**src/rtl/realign_pkg.sv**
```systemverilog
package realign_pkg;

    // State of the request synchronizer and edge detector
    typedef struct packed {
        logic meta;   // first synchronizer stage
        logic sync;   // second synchronizer stage
        logic seen;   // delayed copy used for edge detection
    } req_sync_t;

    // Modulo increment used by the slip counter
    function automatic int unsigned step_mod(input int unsigned val, input int unsigned modulus);
        if (val + 1 >= modulus) begin
            return 0;
        end
        return val + 1;
    endfunction

endpackage

```
**src/rtl/req_edge_det.sv**
```systemverilog
module req_edge_det
    import realign_pkg::*;
(
    input  logic clk,
    input  logic rst,
    input  logic req_in,
    output logic rise
);

    req_sync_t st_d, st_q;

    always_comb begin
        st_d      = st_q;
        st_d.meta = req_in;
        st_d.sync = st_q.meta;
        st_d.seen = st_q.sync;
    end

    always_ff @(posedge clk) begin
        if (rst) begin
            st_q <= '0;
        end else begin
            st_q <= st_d;
        end
    end

    assign rise = st_q.sync & ~st_q.seen;

endmodule

```
**src/rtl/word_pair_reg.sv**
```systemverilog
module word_pair_reg #(
    parameter int W = 10
) (
    input  logic         clk,
    input  logic         rst,
    input  logic [W-1:0] din,
    output logic [W-1:0] word_new,
    output logic [W-1:0] word_old
);

    typedef struct packed {
        logic [W-1:0] newer;
        logic [W-1:0] older;
    } pair_t;

    pair_t pr_d, pr_q;

    // A word is taken on every clock, whether or not a slip is applied
    always_comb begin
        pr_d.newer = din;
        pr_d.older = pr_q.newer;
    end

    always_ff @(posedge clk) begin
        if (rst) begin
            pr_q <= '0;
        end else begin
            pr_q <= pr_d;
        end
    end

    assign word_new = pr_q.newer;
    assign word_old = pr_q.older;

endmodule

```
**src/rtl/slip_ctr.sv**
```systemverilog
module slip_ctr
    import realign_pkg::*;
#(
    parameter int W  = 10,
    parameter int CW = $clog2(W)
) (
    input  logic          clk,
    input  logic          rst,
    input  logic          step,
    output logic [CW-1:0] cnt,
    output logic          wrapped
);

    localparam logic [CW-1:0] TOP = CW'(W - 1);

    typedef struct packed {
        logic [CW-1:0] cnt;
        logic          wrap;
    } ctr_t;

    ctr_t c_d, c_q;

    always_comb begin
        c_d      = c_q;
        c_d.wrap = 1'b0;
        if (step) begin
            c_d.cnt  = CW'(step_mod(int'(c_q.cnt), W));
            c_d.wrap = (c_q.cnt == TOP);
        end
    end

    always_ff @(posedge clk) begin
        if (rst) begin
            c_q <= '0;
        end else begin
            c_q <= c_d;
        end
    end

    assign cnt     = c_q.cnt;
    assign wrapped = c_q.wrap;

endmodule

```
**src/rtl/window_mux.sv**
```systemverilog
module window_mux #(
    parameter int W  = 10,
    parameter int CW = $clog2(W)
) (
    input  logic [W-1:0]  word_new,
    input  logic [W-1:0]  word_old,
    input  logic [CW-1:0] offset,
    output logic [W-1:0]  win
);

    localparam int CAT_W = 2 * W;

    logic [CAT_W-1:0] cat;
    assign cat = {word_new, word_old};

    // One W-way selector per output bit
    for (genvar i = 0; i < W; i++) begin : g_bit
        logic [W-1:0] cand;
        for (genvar j = 0; j < W; j++) begin : g_cand
            assign cand[j] = cat[i + j];
        end
        assign win[i] = cand[offset];
    end

endmodule

```
**src/rtl/bitslip_realigner.sv**
```systemverilog
module bitslip_realigner #(
    parameter int WORD_W = 10   // 8 or 10 only
) (
    input  logic              clk,
    input  logic              rst,
    input  logic              align_req,
    input  logic [WORD_W-1:0] din,
    output logic [WORD_W-1:0] dout,
    output logic              boundary_flag
);

    localparam int CNT_W = $clog2(WORD_W);

    if (WORD_W != 8 && WORD_W != 10) begin : g_bad_width
        $error("bitslip_realigner: WORD_W must be 8 or 10");
    end

    logic              slip_go;
    logic [CNT_W-1:0]  slip_cnt;
    logic [WORD_W-1:0] word_new;
    logic [WORD_W-1:0] word_old;

    req_edge_det u_edge (
        .clk    (clk),
        .rst    (rst),
        .req_in (align_req),
        .rise   (slip_go)
    );

    word_pair_reg #(.W(WORD_W)) u_pair (
        .clk      (clk),
        .rst      (rst),
        .din      (din),
        .word_new (word_new),
        .word_old (word_old)
    );

    slip_ctr #(.W(WORD_W), .CW(CNT_W)) u_ctr (
        .clk     (clk),
        .rst     (rst),
        .step    (slip_go),
        .cnt     (slip_cnt),
        .wrapped (boundary_flag)
    );

    window_mux #(.W(WORD_W), .CW(CNT_W)) u_mux (
        .word_new (word_new),
        .word_old (word_old),
        .offset   (slip_cnt),
        .win      (dout)
    );

endmodule

```
**config.mk**
```make
export PLATFORM = sky130hd
export DESIGN_NAME = bitslip_realigner
export DESIGN_NICKNAME = d
export VERILOG_FILES = /design/src/rtl/realign_pkg.sv /design/src/rtl/req_edge_det.sv /design/src/rtl/word_pair_reg.sv /design/src/rtl/slip_ctr.sv /design/src/rtl/window_mux.sv /design/src/rtl/bitslip_realigner.sv
export SDC_FILE = /design/constraint.sdc
export NUM_CORES = 1
export LEC_CHECK = 0
export BUFFER_PORTS_ARGS = -buffer_cell sky130_fd_sc_hd__buf_4
export CORE_UTILIZATION = 38
export CTS_CLUSTER_SIZE = 30
export DETAILED_ROUTE_END_ITERATION = 7
export GPL_ROUTABILITY_DRIVEN = 0
export PLACE_DENSITY = 0.71
export RECOVER_POWER = 100
export SLEW_MARGIN = 10
export SYNTH_ARGS = -nofsm -noshare
export SYNTH_HDL_FRONTEND = slang
export SYNTH_SLANG_ARGS = --single-unit
```
**constraint.sdc**
```tcl
create_clock -name clk -period 1.7 [get_ports clk]
set_input_delay 0.51 -clock clk [delete_from_list [all_inputs] [get_ports clk]]
set_output_delay 0.51 -clock clk [all_outputs]
set_load 0.1 [all_outputs]
```
# After elaboration in Yosys (flattened, before gate mapping)

Cells that the tools add are included.

Register bits after elaboration: 28
Output and inout port bits: 11
Input bits: 13
Logic and storage cells: 38

$add $sub $neg: 1
Order comparisons: 2
Equal/unequal tests: 1
Bitwise gates (word level): 3
Multiplexer cells: 23
Reduce and logical (&&, ||, !) cells: 1

Operator list:

| cell                  | number |
|---|---|
| $bmux W1 S4           | 10 |
| $mux W1               | 12 |
| $add A4 B1 Y5 const B | 1 |
| $ge A5 B4 Y1 const B  | 1 |
| $lt A4 B5 Y1 const B  | 1 |
| $eq A4 B4 Y1 const B  | 1 |
| $mux W4               | 1 |
| $not A1 Y1            | 2 |
| $reduce_or A2 Y1      | 1 |
| $and A1 B1 Y1         | 1 |

# Logic depth before layout (Yosys ltp)

Gate-level depths: netlist (run 1).

Depth in word-level cells: 5
Gate-level depth with buffers: 7
Gate-level depth less buffers: 5

# Cells and area by module

Synthesis (run 1) repeated with hierarchy kept, for this count alone.

Cell total of the unflattened synthesis: 145
Area, all modules: 1657.8 um^2

By module, submodules not included:

| module        | area each (um^2) | cells an instance | times used | seq. area each (um^2) |
|---|---|---|---|---|
| window_mux    | 666.9            | 64                | 1          | 0.0 |
| word_pair_reg | 618.1            | 42                | 1          | 400.4 |
| slip_ctr      | 285.3            | 32                | 1          | 100.1 |
| req_edge_det  | 87.6             | 7                 | 1          | 60.1 |

# Worst setup path after synthesis (run 1)

Ideal clock, no wire load.

Path type: register to output
Start point: register u_ctr.c_q (netlist bit u_ctr.cnt[0])
End point: output port dout[1]
Setup slack: -1918 ps
Arrival time: 3108 ps
Stages on the path, launching flop included: 6
Required time: 1190 ps
Path buffers: 3
Cell sequence: dfxtp_1 buf_6 buf_6 buf_4 mux2i_1 o21ai_0

Word-level cells in the longest chain between the ends: 2

RTL lines:

| element                       | RTL line               | text |
|---|---|---|
| from (decl)                   | slip_ctr.sv:21         | `ctr_t c_d, c_q;` |
| from (signal assigned)        | slip_ctr.sv:34         | `c_q <= '0;` |
| from (signal assigned)        | slip_ctr.sv:36         | `c_q <= c_d;` |
| $bmux W1 S4                   | window_mux.sv:22       | `assign win[i] = cand[offset];` |
| $mux W1 (not written as such) | window_mux.sv:22       |  |
| to (decl)                     | bitslip_realigner.sv:8 | `output logic [WORD_W-1:0] dout,` |

Every way passes these cells. The select of a mux whose other input is x is not followed.

# Final worst setup path (run 1)

Start point: register u_ctr.c_q (netlist bit u_ctr.cnt[0])
End point: output port dout[4]

The elaborated chain is that of the path after synthesis.

==> out/metrics.cfg, run 1 <==
[sta]
relSlewSlack_pct=62.58
fin_crit_sh_pct=138.1
max_freq_mhz=425.8
slew_viol_final=0
hold_viol=0
clock_skew_ns=0.005692
setup_viol=12
min_period_ns=2.348
rsz0062_at_grt=true
fin_ws_ns=-0.6483
worst_slew_pin_slew_ns=0.5613

[pwr]
seq_power_share_pct=40.5
p_int_w=0.001230
combinationalPowerShare_pct=30.0
fin_total_pwr_w=0.001752
power_density_nw_per_um2=674.2
vdd_drop_max_mv=0.4212
switching_power_w=0.0005217
switching_share_pct=29.77
clkPwrFrac_pct=29.5
p_leak_nw=0.8860

[yosys]
synth_top_area_cell=dfxtp_1
yosys_warnings=0
syn_inst=149
syn-num-nets=165
yosysUniqueCellTypes=32
synth_top_area_share_pct=36.22
syn_area_per_cell_um2=10.39
synth-seq-area-share_pct=36.22
yosys_register_bits=28
syn_area_um2=1548
synth.area.top_cells=dfxtp_1, mux2i_1, nor2b_1, mux4_2, o21ai_0

[worst_setup_path]
worstPathRequired_ns=1.19
worstPathCellList=buf_12 -> mux4_2 -> a22oi_2 -> o21ai_4 -> buf_12
cp_slowest_cell=mux4_2
r2r_end=u_ctr.cnt[3]
cp-endpoint=dout[4]
timing_worst_setup_path_type=reg2out
worst_setup_path_end_kind=primary output
cp_common_cell=buf_12
max_stage_delay_ns=0.54
r2r_slack_ns=-0.08
crit_cells=5
startpoint=u_ctr.cnt[0]
reg2regPathDepth=8
cp.buffers_inverters=2
crit_family=multiplexers
r2r-start=u_ctr.cnt[1]
critPathArrivalTime_ns=1.84
start_kind=register
path_max_fanout=8

[floorplan]
die-area_um2=4332
rows=22
core_area_um2=3771
fp.dieH_um=65.82
die_width_um=65.82
start_util_pct=41.04
num_io_pins=24

[global_route]
antenna_found_initial=0
grt_pass1_vias=1377
grt_max_degree=29
grt.busiest_layer=met2
use_met3_pct=3.793
track_usage_pct=20.90
globalRouteMet2Util_pct=34.69
grtUsageMet1_pct=26.62
grt-ovfl-total=0
grt_first_pass_wirelength_um=6824

[clock_tree]
clock_sinks=28
clockBufferDepth=2
clk_transition_reported_paths_ns=0.09
root_buffer=clkbuf_8
clk_latency_ns=0.28
htreeDepth=1
cts_made_buffers=3
cts_tree=yes

[detailed_routing]
wire_per_inst_um=16.47
via_count=1369
drtIter0Drc=59
viasPerCell=5.543
ant_nets=0
first_pass_iters=4
wl_um=4068
route.detailed.drc=0

[cells_and_area]
stdcell_count=247
nets=216
area_growth_pct=67.91
n_antenna_cell=0
final_layout_size_suffix_gt1_share_pct=58.29
nFillCells=257

[placed_design]
placedCellCount=240
dp_hpwl_um=2772
io_buffers=23

[job]
maxCapViolCount=0

[status]
failed_checks=negative setup slack
outcome=finished with violations

[worst_hold_path]
hp-class=in2reg

-- logic make-up (layout without fill, tap and decap cells) --
| family | count (synthesis) | in the layout | share of synthesized area [%] |
|---|---|---|---|
| and+or+nand+nor | 43 | 44 | 17.62 |
| AOI/OAI and AO/OA | 31 | 31 | 12.37 |
| muxes | 30 | 30 | 25.30 |
| DFF | 28 | 28 | 36.22 |
| buffers and inverters | 12 | 61 | 4.930 |
| adders and majority gates | 3 | 3 | 2.425 |
| xor gates and xnor gates | 2 | 2 | 1.132 |
-- registers in the layout (all words and copies together), names as in the netlist --
signal,count
u_pair.word_old,10
u_edge.st_q,1
u_ctr.wrapped,1
u_ctr.cnt,4
u_edge.st_d,2
u_pair.word_new,10
-- worst min path at each step --
stage / startpoint / end / slack (ns) / cells past startpoint
6_report: din[7] / u_pair.word_new[7] / 0.44 / 2
5_1_grt: align_req / u_edge.st_d[1] / 0.44 / 2
4_1_cts: din[7] / u_pair.word_new[7] / 0.43 / 2
3_5_place_dp: u_pair.word_new[9] / u_pair.word_old[9] / 0.43 / 1
3_3_place_gp: u_edge.st_d[1] / u_edge.st_d[0] / 0.42 / 1
2_1_floorplan: u_edge.st_d[1] / u_edge.st_d[0] / 0.41 / 1
-- worst register-to-register path, stage by stage (launching register included) --
cell and delay (ns):
dfxtp_4 0.36, buf_12 0.14, buf_12 0.11, inv_4 0.03, buf_6 0.11, ha_4 0.26, nand3b_1 0.12, or4_4 0.44
a21oi_2 0.13
-- per-stage QoR --
step                      util (%)  hold slack [ns]  TNS [ns]  setup slack (ns)  cell area (µm²)
final                        68.91           0.4352    -5.939           -0.6483             2599
after global routing         68.91           0.4362    -6.649           -0.6974             2599
after CTS                    67.65           0.4342    -5.914           -0.6623             2551
after detailed placement     56.90           0.4266    -4.615           -0.4660             2146
after global placement       56.90           0.4205    -4.282           -0.4562             2146
after floorplan                  -           0.4138    -3.008           -0.3095             1745
-- routing by layer --
| metal | wire length [µm] | vias up | part of all wire [%] |
|---|---|---|---|
| met5 | 0 | - | 0 |
| met4 | 91 | 0 | 2.2 |
| met3 | 169 | 9 | 4.2 |
| met2 | 2014 | 44 | 50 |
| met1 | 1792 | 660 | 44 |
| li1 | - | 656 | - |
-- power by group through the flow --
stage	clock network, W	registers (W)	logic (W)
3_3_place_gp	0	0.000721	0.000417
2_1_floorplan	0	0.000716	0.000316
5_1_grt	0.000560	0.000713	0.000550
6_report	0.000516	0.000710	0.000526
4_1_cts	0.000529	0.000708	0.000514
3_5_place_dp	0	0.000723	0.000424
-- layout by cell type (no fill, tap or decap), types with 2 or more instances in the layout --
master	count
o21ai_0	2
a22oi_2	7
dfxtp_1	25
mux2i_2	6
nand2_1	3
a221oi_2	2
inv_1	2
o21ai_2	2
ha_4	2
buf_6	4
mux2i_1	11
a21oi_2	3
a31oi_1	2
buf_12	13
mux2i_4	6
buf_4	34
nand2_8	2
mux4_2	6
nor2b_1	24
buf_8	2
o21ai_4	10
or4_4	2
dfxtp_4	2
clkbuf_8	3
-- Yosys cell counts, drive strengths merged --
cell	n
or4	2
nor4	1
dfxtp	28
a2111o	1
nor3b	1
a21oi	4
nand2b	1
inv	3
nor4b	1
nand3	2
nand2	4
a221oi	2
xnor2	2
o21ai	14
clkbuf	3
nor2	3
nor4bb	1
nand3b	1
buf	6
a31oi	2
o211ai	1
or2	1
nor2b	24
mux4	7
mux2i	23
a22oi	7
ha	3
and3	1
-- what timing repair did --
action                                  in CTS  in global routing
resized for setup                           66                 11
hold buffers                                 0                  0
cloned                                       1                  0
pin swaps                                    9                  3
endpoints found under the setup margin      14                 14
setup buffers                                2                  0
-- cell type report --
| class | instances | area [µm²] | share of cell area [%] |
|---|---|---|---|
| Timing Repair Buffer | 54 | 595.6 | 22.92 |
| Multi-Input combinational cell | 110 | 1289 | 49.59 |
| Clock inverter | 1 | 30.03 | 1.156 |
| Sequential cell | 28 | 569.3 | 21.91 |
| Inverter | 3 | 13.76 | 0.5296 |
| Clock buffer | 3 | 41.29 | 1.589 |
| Tap cell | 48 | 60.06 | 2.311 |
No activity file was read; power rests on OpenSTA's default activity.
==> run 2: changes to the inputs <==
CORE_MARGIN = 5   (was not set)
==> run 2 against run 1 <==
  * The flow still finishes with violations (negative setup slack)
  * Via count grew 2.1%
  * Clock power shrank 23%
  * Critical path depth is the same
  * Hold slack gained 0.012 ns
  * Critical endpoint is now dout[9]
  * Largest power group unchanged
  * Highest routed layer unchanged
==> out/metrics.cfg, run 2 (same netlist as run 1, synthesis figures left out) <==
[status]
outcome=finished with violations
failed_checks=negative setup slack

[clock_tree]
clock_sinks=28
root_buffer=clkbuf_8
clockBufferDepth=2
clk_latency_ns=0.27
cts_made_buffers=3
cts_tree=yes
htreeDepth=1
cts_hold_buf=0
clk_transition_reported_paths_ns=0.09

[detailed_routing]
wl_met2_um=2234
met3_length_um=90
wl_met1_um=1844
ant_nets=0
route.detailed.drc=0
via_count=1398
viasPerCell=5.377
drtIter0Drc=96
wl_um=4243
first_pass_iters=4
wire_per_inst_um=16.32
topRoutingLayerUsed=met4

[sta]
worst_slew_pin_slew_ns=0.5701
slew_viol_final=0
hold_viol=0
rsz0062_at_grt=true
setup_viol=14
fin_crit_sh_pct=135.8
fin_ws_ns=-0.6080
whs_ns=0.4470
clock_skew_ns=0.0009699
max_freq_mhz=433.3
min_period_ns=2.308
relSlewSlack_pct=61.99
setup-tns-final_ns=-6.179

[worst_setup_path]
worst_setup_path_end_kind=primary output
start_kind=register
path_max_fanout=7
timing_worst_setup_path_type=reg2out
max_stage_delay_ns=0.52
cp_slowest_cell=mux4_2
worstPathCellList=buf_6 -> mux4_2 -> a22oi_2 -> o21ai_4 -> buf_12
critPathArrivalTime_ns=1.80
worstPathRequired_ns=1.19

[floorplan]
start_util_pct=38.97
die-area_um2=5449
rows=23
core_area_um2=3971
fp.dieH_um=73.82
die_width_um=73.82
num_io_pins=24

[cells_and_area]
layout_common_cells=buf_4, dfxtp_1, nor2b_1
nets=227
final_common_cell=buf_4
final_cell_area_um2=2552
final_layout_size_suffix_gt1_share_pct=55.71
nFillCells=301
n_antenna_cell=0
area_growth_pct=64.92

[global_route]
grt-ovfl-total=0
antenna_found_initial=0
grt_pass1_vias=1465
grt_max_degree=29
track_usage_pct=16.42
grt_first_pass_wirelength_um=7065

[placed_design]
io_buffers=23
dp_hpwl_um=3070
pre_cts_slack_ns=-0.5063
dpl_cell_area_um2=2176

[worst_hold_path]
hp-class=in2reg

[pwr]
p_leak_nw=0.9189
vdd_drop_max_mv=0.4345
power_density_nw_per_um2=634.8

[job]
maxCapViolCount=0

-- run 2: changes by cell type in the layout (fill, tap and decap cells not counted), sizes merged --
cell and change:
nand2 -1, bufinv -1, clkbuf +2, buf +11
-- run 2: per-layer routing --
layer | GRT usage [%] | vias up
li1 | - | 670
met1 | 21.36 | 696
met2 | 27.95 | 24
met3 | 2.189 | 8
met4 | 5.231 | 0
met5 | 0 | -
-- run 2: where the power goes --
part,switching [W],internal (W)
combinational,0.000284,0.000228
clock,0.000191,0.000207
sequential,0.0000285,0.000681
-- run 2: worst paths after layout --
path,startpoint,end,cells past startpoint,slack (ns)
min reg2reg,u_edge.st_d[1],u_edge.st_d[0],1,0.45
min,din[6],u_pair.word_new[6],2,0.45
max reg2reg,u_ctr.cnt[1],u_ctr.cnt[3],9,-0.21
max,u_ctr.cnt[0],dout[9],5,-0.61
-- run 2: area by class of cell --
class / count / area [µm²] / share of cell area [%]
Sequential cell: 28 / 568.0 / 22.25
Tap cell: 50 / 62.56 / 2.451
Timing Repair Buffer: 66 / 660.6 / 25.88
Multi-Input combinational cell: 109 / 1195 / 46.81
Clock buffer: 4 / 55.05 / 2.157
Inverter: 3 / 11.26 / 0.4412
-- run 2: through the flow --
step           power (W)  instances  utilization [%]
2_1_floorplan   0.001032        149                -
3_3_place_gp    0.001138        249            54.79
3_5_place_dp    0.001150        249            54.79
4_1_cts         0.001627        259            62.51
5_1_grt         0.001691        260            64.27
6_report        0.001620        260            64.27
-- run 2: timing repair --
action | CTS | global route
pin swaps | 11 | 10
gates resized for setup | 47 | 18
setup buffers | 7 | 3
endpoints found under the setup margin | 14 | 14
-- run 2: critical path, delay by kind of cell (launching register included) --
kind / cells / cell delay (ns)
AO/OA/AOI/OAI: 2 / 0.28
multiplexers: 1 / 0.52
flip-flops: 1 / 0.41
buffers and inverters: 2 / 0.31
